===== src/rtl/sc_xcvr_pkg.sv =====
package sc_xcvr_pkg;

    localparam int DATA_W      = 8;
    localparam int FRAME_W     = DATA_W + 2;   // start + data + parity
    localparam int ERR_ETU     = FRAME_W;      // error window opens half an etu past this
    localparam int SAMP_ETU    = FRAME_W + 1;  // transmitter looks for refusal here
    localparam int FRAME_ETU   = FRAME_W + 2;  // full slot including guard

    typedef enum logic [1:0] {
        RX_IDLE,
        RX_BUSY,
        RX_ERR
    } rx_state_e;

    typedef enum logic [1:0] {
        TX_IDLE,
        TX_WAIT,
        TX_SEND
    } tx_state_e;

    typedef struct packed {
        logic              par;
        logic [DATA_W-1:0] data;
        logic              start;
    } frame_t;

    function automatic frame_t build_frame(input logic [DATA_W-1:0] d);
        frame_t f;
        f.start = 1'b0;
        f.data  = d;
        f.par   = ^d;
        return f;
    endfunction

    function automatic logic parity_good(input logic [DATA_W:0] v);
        return ~(^v);
    endfunction

endpackage


===== src/rtl/sc_rx.sv =====
module sc_rx
    import sc_xcvr_pkg::*;
#(
    parameter int SUBS = 8
) (
    input  logic              clk,
    input  logic              rst,
    input  logic              tick,
    input  logic              en,
    input  logic              line,
    output logic              drive,
    output logic              valid,
    output logic              perr,
    output logic              busy,
    output logic [DATA_W-1:0] data
);

    localparam int QW = $clog2(FRAME_ETU * SUBS + 1);
    localparam logic [QW-1:0] Q_S       = QW'(SUBS);
    localparam logic [QW-1:0] Q_MID     = QW'(SUBS / 2);
    localparam logic [QW-1:0] Q_ERR_ON  = QW'(ERR_ETU * SUBS + SUBS / 2);
    localparam logic [QW-1:0] Q_ERR_OFF = QW'((ERR_ETU + 1) * SUBS + SUBS / 2);

    rx_state_e         st;
    logic [QW-1:0]     q;
    logic [QW-1:0]     qn;
    logic [DATA_W:0]   sh;
    logic              bit_samp;

    assign qn       = q + QW'(1);
    assign busy     = (st != RX_IDLE);
    assign bit_samp = (qn > Q_MID) && (qn < Q_ERR_ON) && ((qn % Q_S) == Q_MID);

    always_ff @(posedge clk) begin
        if (rst) begin
            st    <= RX_IDLE;
            q     <= '0;
            sh    <= '0;
            drive <= 1'b0;
            valid <= 1'b0;
            perr  <= 1'b0;
            data  <= '0;
        end else begin
            valid <= 1'b0;
            perr  <= 1'b0;
            if (tick) begin
                unique case (st)
                    RX_IDLE: begin
                        if (en && !line) begin
                            st <= RX_BUSY;
                            q  <= '0;
                        end
                    end
                    RX_BUSY: begin
                        q <= qn;
                        if (qn == Q_MID && line) begin
                            st <= RX_IDLE;
                        end else if (bit_samp) begin
                            sh <= {line, sh[DATA_W:1]};
                        end else if (qn == Q_ERR_ON) begin
                            if (parity_good(sh)) begin
                                valid <= 1'b1;
                                data  <= sh[DATA_W-1:0];
                                st    <= RX_IDLE;
                            end else begin
                                perr  <= 1'b1;
                                drive <= 1'b1;
                                st    <= RX_ERR;
                            end
                        end
                    end
                    RX_ERR: begin
                        q <= qn;
                        if (qn == Q_ERR_OFF) begin
                            drive <= 1'b0;
                            st    <= RX_IDLE;
                        end
                    end
                    default: st <= RX_IDLE;
                endcase
            end
        end
    end

endmodule


===== src/rtl/sc_tx.sv =====
module sc_tx
    import sc_xcvr_pkg::*;
#(
    parameter int SUBS      = 8,
    parameter int RETRY_MAX = 3
) (
    input  logic              clk,
    input  logic              rst,
    input  logic              tick,
    input  logic              line,
    input  logic              rx_busy,
    input  logic              in_valid,
    input  logic [DATA_W-1:0] in_data,
    input  logic              err_clr,
    output logic              ready,
    output logic              idle,
    output logic              drive,
    output logic              done,
    output logic              fail,
    output logic              retry,
    output logic              err
);

    localparam int QW = $clog2(FRAME_ETU * SUBS + 1);
    localparam int RW = $clog2(RETRY_MAX + 1) < 1 ? 1 : $clog2(RETRY_MAX + 1);
    localparam logic [QW-1:0] Q_S     = QW'(SUBS);
    localparam logic [QW-1:0] Q_SAMP  = QW'(SAMP_ETU * SUBS);
    localparam logic [QW-1:0] Q_FRAME = QW'(FRAME_ETU * SUBS);
    localparam logic [RW-1:0] R_MAX   = RW'(RETRY_MAX);

    tx_state_e           st;
    frame_t              fr;
    logic [FRAME_W-1:0]  sh;
    logic [QW-1:0]       q;
    logic [QW-1:0]       qn;
    logic [RW-1:0]       tries;
    logic                nack;

    assign qn    = q + QW'(1);
    assign ready = (st == TX_IDLE);
    assign idle  = (st == TX_IDLE);

    always_ff @(posedge clk) begin
        if (rst) begin
            st    <= TX_IDLE;
            fr    <= '1;
            sh    <= '1;
            q     <= '0;
            tries <= '0;
            nack  <= 1'b0;
            drive <= 1'b0;
            done  <= 1'b0;
            fail  <= 1'b0;
            retry <= 1'b0;
            err   <= 1'b0;
        end else begin
            done  <= 1'b0;
            fail  <= 1'b0;
            retry <= 1'b0;
            if (err_clr) err <= 1'b0;
            unique case (st)
                TX_IDLE: begin
                    if (in_valid) begin
                        fr    <= build_frame(in_data);
                        tries <= '0;
                        st    <= TX_WAIT;
                    end
                end
                TX_WAIT: begin
                    if (tick && !rx_busy) begin
                        st    <= TX_SEND;
                        q     <= '0;
                        sh    <= fr;
                        drive <= 1'b1;
                        nack  <= 1'b0;
                    end
                end
                TX_SEND: begin
                    if (tick) begin
                        q <= qn;
                        if ((qn % Q_S) == '0) begin
                            drive <= ~sh[1];
                            sh    <= {1'b1, sh[FRAME_W-1:1]};
                        end
                        if (qn == Q_SAMP && !line) nack <= 1'b1;
                        if (qn == Q_FRAME) begin
                            if (!nack) begin
                                done <= 1'b1;
                                st   <= TX_IDLE;
                            end else if (tries == R_MAX) begin
                                fail <= 1'b1;
                                err  <= 1'b1;
                                st   <= TX_IDLE;
                            end else begin
                                tries <= tries + RW'(1);
                                retry <= 1'b1;
                                q     <= '0;
                                sh    <= fr;
                                drive <= 1'b1;
                                nack  <= 1'b0;
                            end
                        end
                    end
                end
                default: st <= TX_IDLE;
            endcase
        end
    end

endmodule


===== src/rtl/sc_char_xcvr.sv =====
module sc_char_xcvr
    import sc_xcvr_pkg::*;
#(
    parameter int SUBS      = 8,
    parameter int RETRY_MAX = 3
) (
    input  logic       clk,
    input  logic       rst,
    input  logic       etu_tick,
    input  logic       line_in,
    output logic       line_oe,
    input  logic       tx_valid,
    input  logic [7:0] tx_data,
    output logic       tx_ready,
    output logic       tx_done,
    output logic       tx_fail,
    output logic       tx_retry,
    output logic       tx_err,
    input  logic       tx_err_clr,
    output logic       rx_valid,
    output logic [7:0] rx_data,
    output logic       rx_perr
);

    logic rx_drive;
    logic tx_drive;
    logic rx_busy;
    logic tx_idle;

    sc_rx #(.SUBS(SUBS)) rx_i (
        .clk   (clk),
        .rst   (rst),
        .tick  (etu_tick),
        .en    (tx_idle),
        .line  (line_in),
        .drive (rx_drive),
        .valid (rx_valid),
        .perr  (rx_perr),
        .busy  (rx_busy),
        .data  (rx_data)
    );

    sc_tx #(.SUBS(SUBS), .RETRY_MAX(RETRY_MAX)) tx_i (
        .clk      (clk),
        .rst      (rst),
        .tick     (etu_tick),
        .line     (line_in),
        .rx_busy  (rx_busy),
        .in_valid (tx_valid),
        .in_data  (tx_data),
        .err_clr  (tx_err_clr),
        .ready    (tx_ready),
        .idle     (tx_idle),
        .drive    (tx_drive),
        .done     (tx_done),
        .fail     (tx_fail),
        .retry    (tx_retry),
        .err      (tx_err)
    );

    assign line_oe = rx_drive | tx_drive;

endmodule


===== config.mk =====
export PLATFORM = sky130hd
export DESIGN_NAME = sc_char_xcvr
export DESIGN_NICKNAME = d
export VERILOG_FILES = /design/src/rtl/sc_xcvr_pkg.sv /design/src/rtl/sc_rx.sv /design/src/rtl/sc_tx.sv /design/src/rtl/sc_char_xcvr.sv
export SDC_FILE = /design/constraint.sdc
export NUM_CORES = 1
export LEC_CHECK = 0
export CORE_MARGIN = 2
export CORE_UTILIZATION = 57
export DETAILED_ROUTE_END_ITERATION = 7
export GPL_ROUTABILITY_DRIVEN = 0
export GPL_TIMING_DRIVEN = 0
export PLACE_DENSITY = 0.83
export SLEW_MARGIN = 25
export SYNTH_ARGS = -nofsm -noshare
export SYNTH_HDL_FRONTEND = slang
export SYNTH_SLANG_ARGS = --single-unit

===== constraint.sdc =====
create_clock -name clk -period 2.6 [get_ports clk]
set_clock_uncertainty 0.2 [all_clocks]
set_input_delay 0.65 -clock clk [delete_from_list [all_inputs] [get_ports clk]]
set_output_delay 0.65 -clock clk [all_outputs]
set_load 0.05 [all_outputs]

# Yosys cells after proc, flatten, opt, wreduce, memory -nomap -nowiden
# Index checks and enable logic that the tools add are counted.
# word_totals
ff_bits,66
input_bits,14
out_inout_bits,16
# op_classes
n_addsub,3
magnitude_cmp,2
n_eq_ne,26
muxes,66
bitwise,11
reduce_logical,31
# op_table
cell,n
10-bit two-way mux,6
7-bit two-way mux,6
2-bit two-way mux,17
"7-bit equality test, second input constant",4
1-bit two-way mux,28
7-bit case mux with 2 select lines,2
10-bit case mux with 2 select lines,1
"7-bit by 1-bit adder with 7-bit output, second input constant",2
"2-bit by 1-bit != test with 1-bit output, second input constant",7
2-bit case mux with 3 select lines,2
6-bit AND reduction,2
"2-bit != test, second input constant",5
1-bit inverter,10
5-bit AND reduction,2
2-bit nonzero test,5
9-bit XOR reduction,1
8-bit XOR reduction,1
"7-bit by 3-bit equality test with 1-bit output, second input constant",1
"7-bit by 3-bit > comparator with 1-bit output, second input constant",1
7-bit logical NOT,1
"7-bit < comparator, second input constant",1
7-bit AND reduction,1
"2-bit equality test, second input constant",3
1-bit logical AND,6
other kinds (17),24

# Logic depth before layout (Yosys ltp)
# logic_depth
ltp_word,9
mapped_depth,8

# Cells and area by module
# From an unflattened synthesis, not the netlist that was laid out.
# hier_totals
hier_cells,397
hier_area_um2,3438.3
# by_module_without_submodules
module,n_inst,cells_each,area_per_inst_um2,seq_area_each_um2
sc_tx,1,215,1809.2,700.7
sc_rx,1,181,1622.8,580.6
sc_char_xcvr,1,1,6.3,0.0

# Least setup slack after synthesis
# OpenSTA, ideal clock, no wires.
# synth_path
path_kind,register -> register
from,reg rx_i.q[0]
to,reg rx_i.drive
setup_ns,0.074
arrival_ns,2.035
slack_ns,0.291
path_stages_with_launch,8
n_path_buf,0
period_less_slack_ns,2.309
path_cell_list,dfxtp_1 > ha_1 > and3_1 > mux2i_1 > and4bb_2 > nand2_1 > or4_1 > a31oi_1
# synth_between
elab_chain_len,6
# synth_rtl
element,line_no,source
"start, declared",sc_rx.sv:25,logic [QW-1:0] q;
"start signal, assigned",sc_rx.sv:55,q <= qn;
"start signal, assigned",sc_rx.sv:73,q <= qn;
7-bit by 1-bit adder with 7-bit output (*),sc_rx.sv:30,assign qn = q + QW'(1);
7-bit by 3-bit > comparator with 1-bit output or 7-bit < comparator (tied branches),sc_rx.sv:32,assign bit_samp = (qn > Q_MID) && (qn < Q_ERR_ON) && ((qn % Q_S) == Q_MID);
1-bit logical AND (2 in series),sc_rx.sv:32,
2-bit != test (no source line),n/a,
7-bit AND reduction (no source line) (*),n/a,
"end signal, assigned",sc_rx.sv:39,drive <= 1'b0;
"end signal, assigned",sc_rx.sv:67,drive <= 1'b1;
"end signal, assigned",sc_rx.sv:75,drive <= 1'b0;
"end, declared",sc_rx.sv:11,"output logic drive,"
# Every way passes the cells marked *; elsewhere a longest branch is shown, timed or not.
# A chain may end at the register's enable or synchronous reset.

# Worst setup path after layout
# layout_path
from,reg tx_i.drive
to,out line_oe
# layout_between
elab_chain_len,1
# layout_rtl
element,line_no,source
"start, declared",sc_tx.sv:17,"output logic drive,"
"start signal, assigned",sc_tx.sv:82,drive <= ~sh[1];
1-bit OR,sc_char_xcvr.sv:61,assign line_oe = rx_drive | tx_drive;
"end, declared",sc_char_xcvr.sv:11,"output logic line_oe,"
# Every way passes these cells.

==> flow_summary.json <==
{
  "run_status": "completed",
  "hold_class": "register to register",
  "maxCapViolCount": 0,
  "critical_path.endpoint_type": "output pin",
  "p_leak_nw": 1.39,
  "timing.final.hold_violations": 0,
  "timing.final.crit_period_ns": 2.52,
  "vdd.ir_drop.worst_uv": 432,
  "synth.avg_cell_area_um2": 8.34,
  "fp-row-count": 27,
  "tritoncts_num_sinks": 64,
  "net-switching-power_uw": 565,
  "synth.lib_cells_used.distinct": 54,
  "detailed_place_hpwl_mm": 5.35,
  "tritoncts": "yes",
  "syn_nets": 404,
  "detailedRoute.firstPassIterationCount": 4,
  "power_frac_comb_pct": 11.3,
  "kind_of_critical_path": "register to output pin",
  "drt.antenna.violating_nets": 0,
  "post_synth_main_area_contributors": "sky130_fd_sc_hd__dfxtp_1, sky130_fd_sc_hd__mux2i_1, sky130_fd_sc_hd__o21ai_0, sky130_fd_sc_hd__nand3_1, sky130_fd_sc_hd__nand2_1",
  "cp_data_required_time_ns": 1.75,
  "max_slew.worst_pin.slew_ns": 0.959,
  "power.internal_mw": 1.54,
  "htree_levels": 3,
  "worst_ep_arrival_time_ns": 1.67,
  "dp_cells": 481,
  "first_global_vias": 2827,
  "synth_edf_count": 0,
  "number_of_antenna_repair_diodes": 0,
  "setup_viol_count_final": 0,
  "slew_headroom_pct": 35.9,
  "detail_route.vias_per_cell": 5.91,
  "yosysWarningCount": 0,
  "synthToLayoutAreaGrowth_pct": 19.6,
  "ioPinCount": 30,
  "grt_first_pass_wirelength_mm": 12.3,
  "crit_start_category": "register",
  "route.final.wire_length_mm": 7.50,
  "post-synth-top-area-cell": "sky130_fd_sc_hd__dfxtp_1",
  "io_buffers": 27,
  "grt_max_degree": 12,
  "number_of_vias_after_detailed_routing": 2945,
  "share_clk_of_total_power_pct": 39.2,
  "timing.critical_path.fanout_max": 2,
  "coreArea_um2": 5440,
  "power.sequential.fraction_pct": 49.5,
  "synthDominantCellAreaShare_pct": 40.2,
  "initial_utilization_pct": 58.5,
  "power.density_nw_per_um2": 553,
  "timing_limited_maximum_frequency_mhz": 396,
  "cell_area_after_synthesis_um2": 3180,
  "worstSkewPairLatency_ns": 0.35,
  "drive_above_1_share_pct": 9.15,
  "synthesis.instances": 382,
  "layout.cells.most_common": "sky130_fd_sc_hd__dfxtp_1",
  "p_sw_share_pct": 26.8,
  "die_height_um": 78.7,
  "setup_tns_ns": 0,
  "floorplan.die.width_um": 78.7,
  "proportion_of_synthesized_flip_flops_having_asynchronous_set_or_reset_pct": 0,
  "grt_setup_unrepaired": "false",
  "ys_seq_elements": 64,
  "nets": 444,
  "dominantRegCellSynth": "sky130_fd_sc_hd__dfxtp_1",
  "numCtsBuffers": 9,
  "cts.reportedPaths.clkPinSlew_ns": 0.07,
  "seq_area_frac_synth_pct": 40.2,
  "avgRoutedWirePerCell_um": 15.1,
  "clock_tree.buffer_depth": 2,
  "die-area_um2": 6200,
  "layout_worst_path_cycle_share_pct": 97.1,
  "ctsRootBufferMaster": "sky130_fd_sc_hd__clkbuf_8",
  "drt_drc_violations_left": 0,
  "antenna_found_initial": 0,
  "grt.total_usage_pct": 25.4,
  "non_filler_cells_final": 498,
  "final_max_slew_viol_count": 0,
  "drt_iter0_markers": 111,
  "layout_common_cells": "sky130_fd_sc_hd__dfxtp_1, sky130_fd_sc_hd__nand2_1, sky130_fd_sc_hd__o21ai_0",
  "gr_overflow_total": 0
}
## layout make-up
| class | instances | area, um2 |
|---|---|---|
| Buffer | 20 | 78.8 |
| Fill cell | 450 | 1630 |
| Sequential cell | 64 | 1280 |
| Tap cell | 72 | 90.1 |
| Clock inverter | 6 | 61.3 |
| Inverter | 8 | 30.0 |
| Timing Repair Buffer | 29 | 284 |
| Clock buffer | 9 | 124 |
| Multi-Input combinational cell | 290 | 1860 |
## critical path, stage by stage, from the launching register on
cell and delay [ns]:
sky130_fd_sc_hd__dfxtp_1 0.31, sky130_fd_sc_hd__or2_2 0.28, sky130_fd_sc_hd__clkdlybuf4s50_1 0.73
## per-layer routing
metal | up-vias | routed length (um) | GRT usage, %
li1 | 1445 | - | -
met1 | 1426 | 3040 | 26.2
met2 | 60 | 4040 | 48.0
met3 | 14 | 281 | 7.27
met4 | 0 | 132 | 10.0
met5 | - | 0 | 0
## metrics by stage
step / utilization [%] / worst slack, ns / instance area (um2) / total power, mW / hold WS [ns]
4_1_cts: 68.7 / 0.0167 / 3740 / 2.11 / 0.255
2_1_floorplan: - / 0.291 / 3180 / 1.22 / 0.219
3_5_place_dp: 65.2 / 0.00262 / 3540 / 1.30 / 0.245
5_1_grt: 70.0 / 0.0218 / 3810 / 2.19 / 0.274
6_report: 70.0 / 0.0755 / 3810 / 2.11 / 0.258
3_3_place_gp: 65.2 / 0.0000988 / 3540 / 1.29 / 0.238
## cell usage after synthesis, types with 3 or more instances
master and number:
sky130_fd_sc_hd__nand4_1 3, sky130_fd_sc_hd__ha_1 8, sky130_fd_sc_hd__o21ai_0 36, sky130_fd_sc_hd__nand3b_1 3, sky130_fd_sc_hd__mux2i_1 19, sky130_fd_sc_hd__nor2b_1 4
sky130_fd_sc_hd__clkbuf_1 16, sky130_fd_sc_hd__a21oi_1 28, sky130_fd_sc_hd__nand2_1 41, sky130_fd_sc_hd__nor2_1 32, sky130_fd_sc_hd__nor3_1 9, sky130_fd_sc_hd__a32oi_1 3
sky130_fd_sc_hd__o211ai_1 3, sky130_fd_sc_hd__nand3_1 34, sky130_fd_sc_hd__inv_1 8, sky130_fd_sc_hd__and2_1 5, sky130_fd_sc_hd__dfxtp_1 64, sky130_fd_sc_hd__nand2b_1 4
sky130_fd_sc_hd__a2bb2oi_1 3, sky130_fd_sc_hd__xnor2_1 14
## registers in the layout (all words and copies together), names as in the netlist
register	count
rx_i.data	8
rx_i.drive	1
rx_i.perr	1
rx_i.q	7
rx_i.sh	9
rx_i.st	2
rx_i.valid	1
tx_i.done	1
tx_i.drive	1
tx_i.err	1
tx_i.fail	1
tx_i.fr	9
tx_i.nack	1
tx_i.q	7
tx_i.retry	1
tx_i.sh	9
tx_i.st	2
tx_i.tries	2
## cells by family after synthesis
family	after synthesis	synth area share [%]
AO/OA/AOI/OAI	93	17.9
XOR/XNOR	18	5.62
adder cells (fa/ha/maj)	8	3.14
buffers and inverters	28	3.42
flip-flops	64	40.2
multiplexers	20	6.33
AND/OR/NAND/NOR	151	23.4
## worst paths after layout
kind                                 from                       to  slack, ns  cells after the start
setup reg to reg   tx_i.q[0]$_SDFFE_PP0P_   tx_i.q[5]$_SDFFE_PP0P_       0.16                      8
setup / recovery  tx_i.drive$_SDFFE_PP0P_                  line_oe       0.08                      2
hold / removal    tx_i.drive$_SDFFE_PP0P_  tx_i.drive$_SDFFE_PP0P_       0.26                      2
hold reg to reg   tx_i.drive$_SDFFE_PP0P_  tx_i.drive$_SDFFE_PP0P_       0.26                      2
## power by group through the flow
stage                     logic (mW)  registers (mW)  clock network (mW)
after floorplan                0.168            1.06                   0
after global routing           0.267            1.05               0.872
after detailed placement       0.238            1.06                   0
final                          0.238            1.04               0.826
after CTS                      0.237            1.04               0.828
after global placement         0.232            1.06                   0
## timing repair
action / CTS / global route
setup buffers: 0 / 2
gates resized for setup: 3 / 12
gates cloned: 0 / 0
hold buffers: 0 / 0
endpoints found under the setup margin: 4 / 24
pin swaps: 0 / 1
Power figures use the tool's default switching activity.
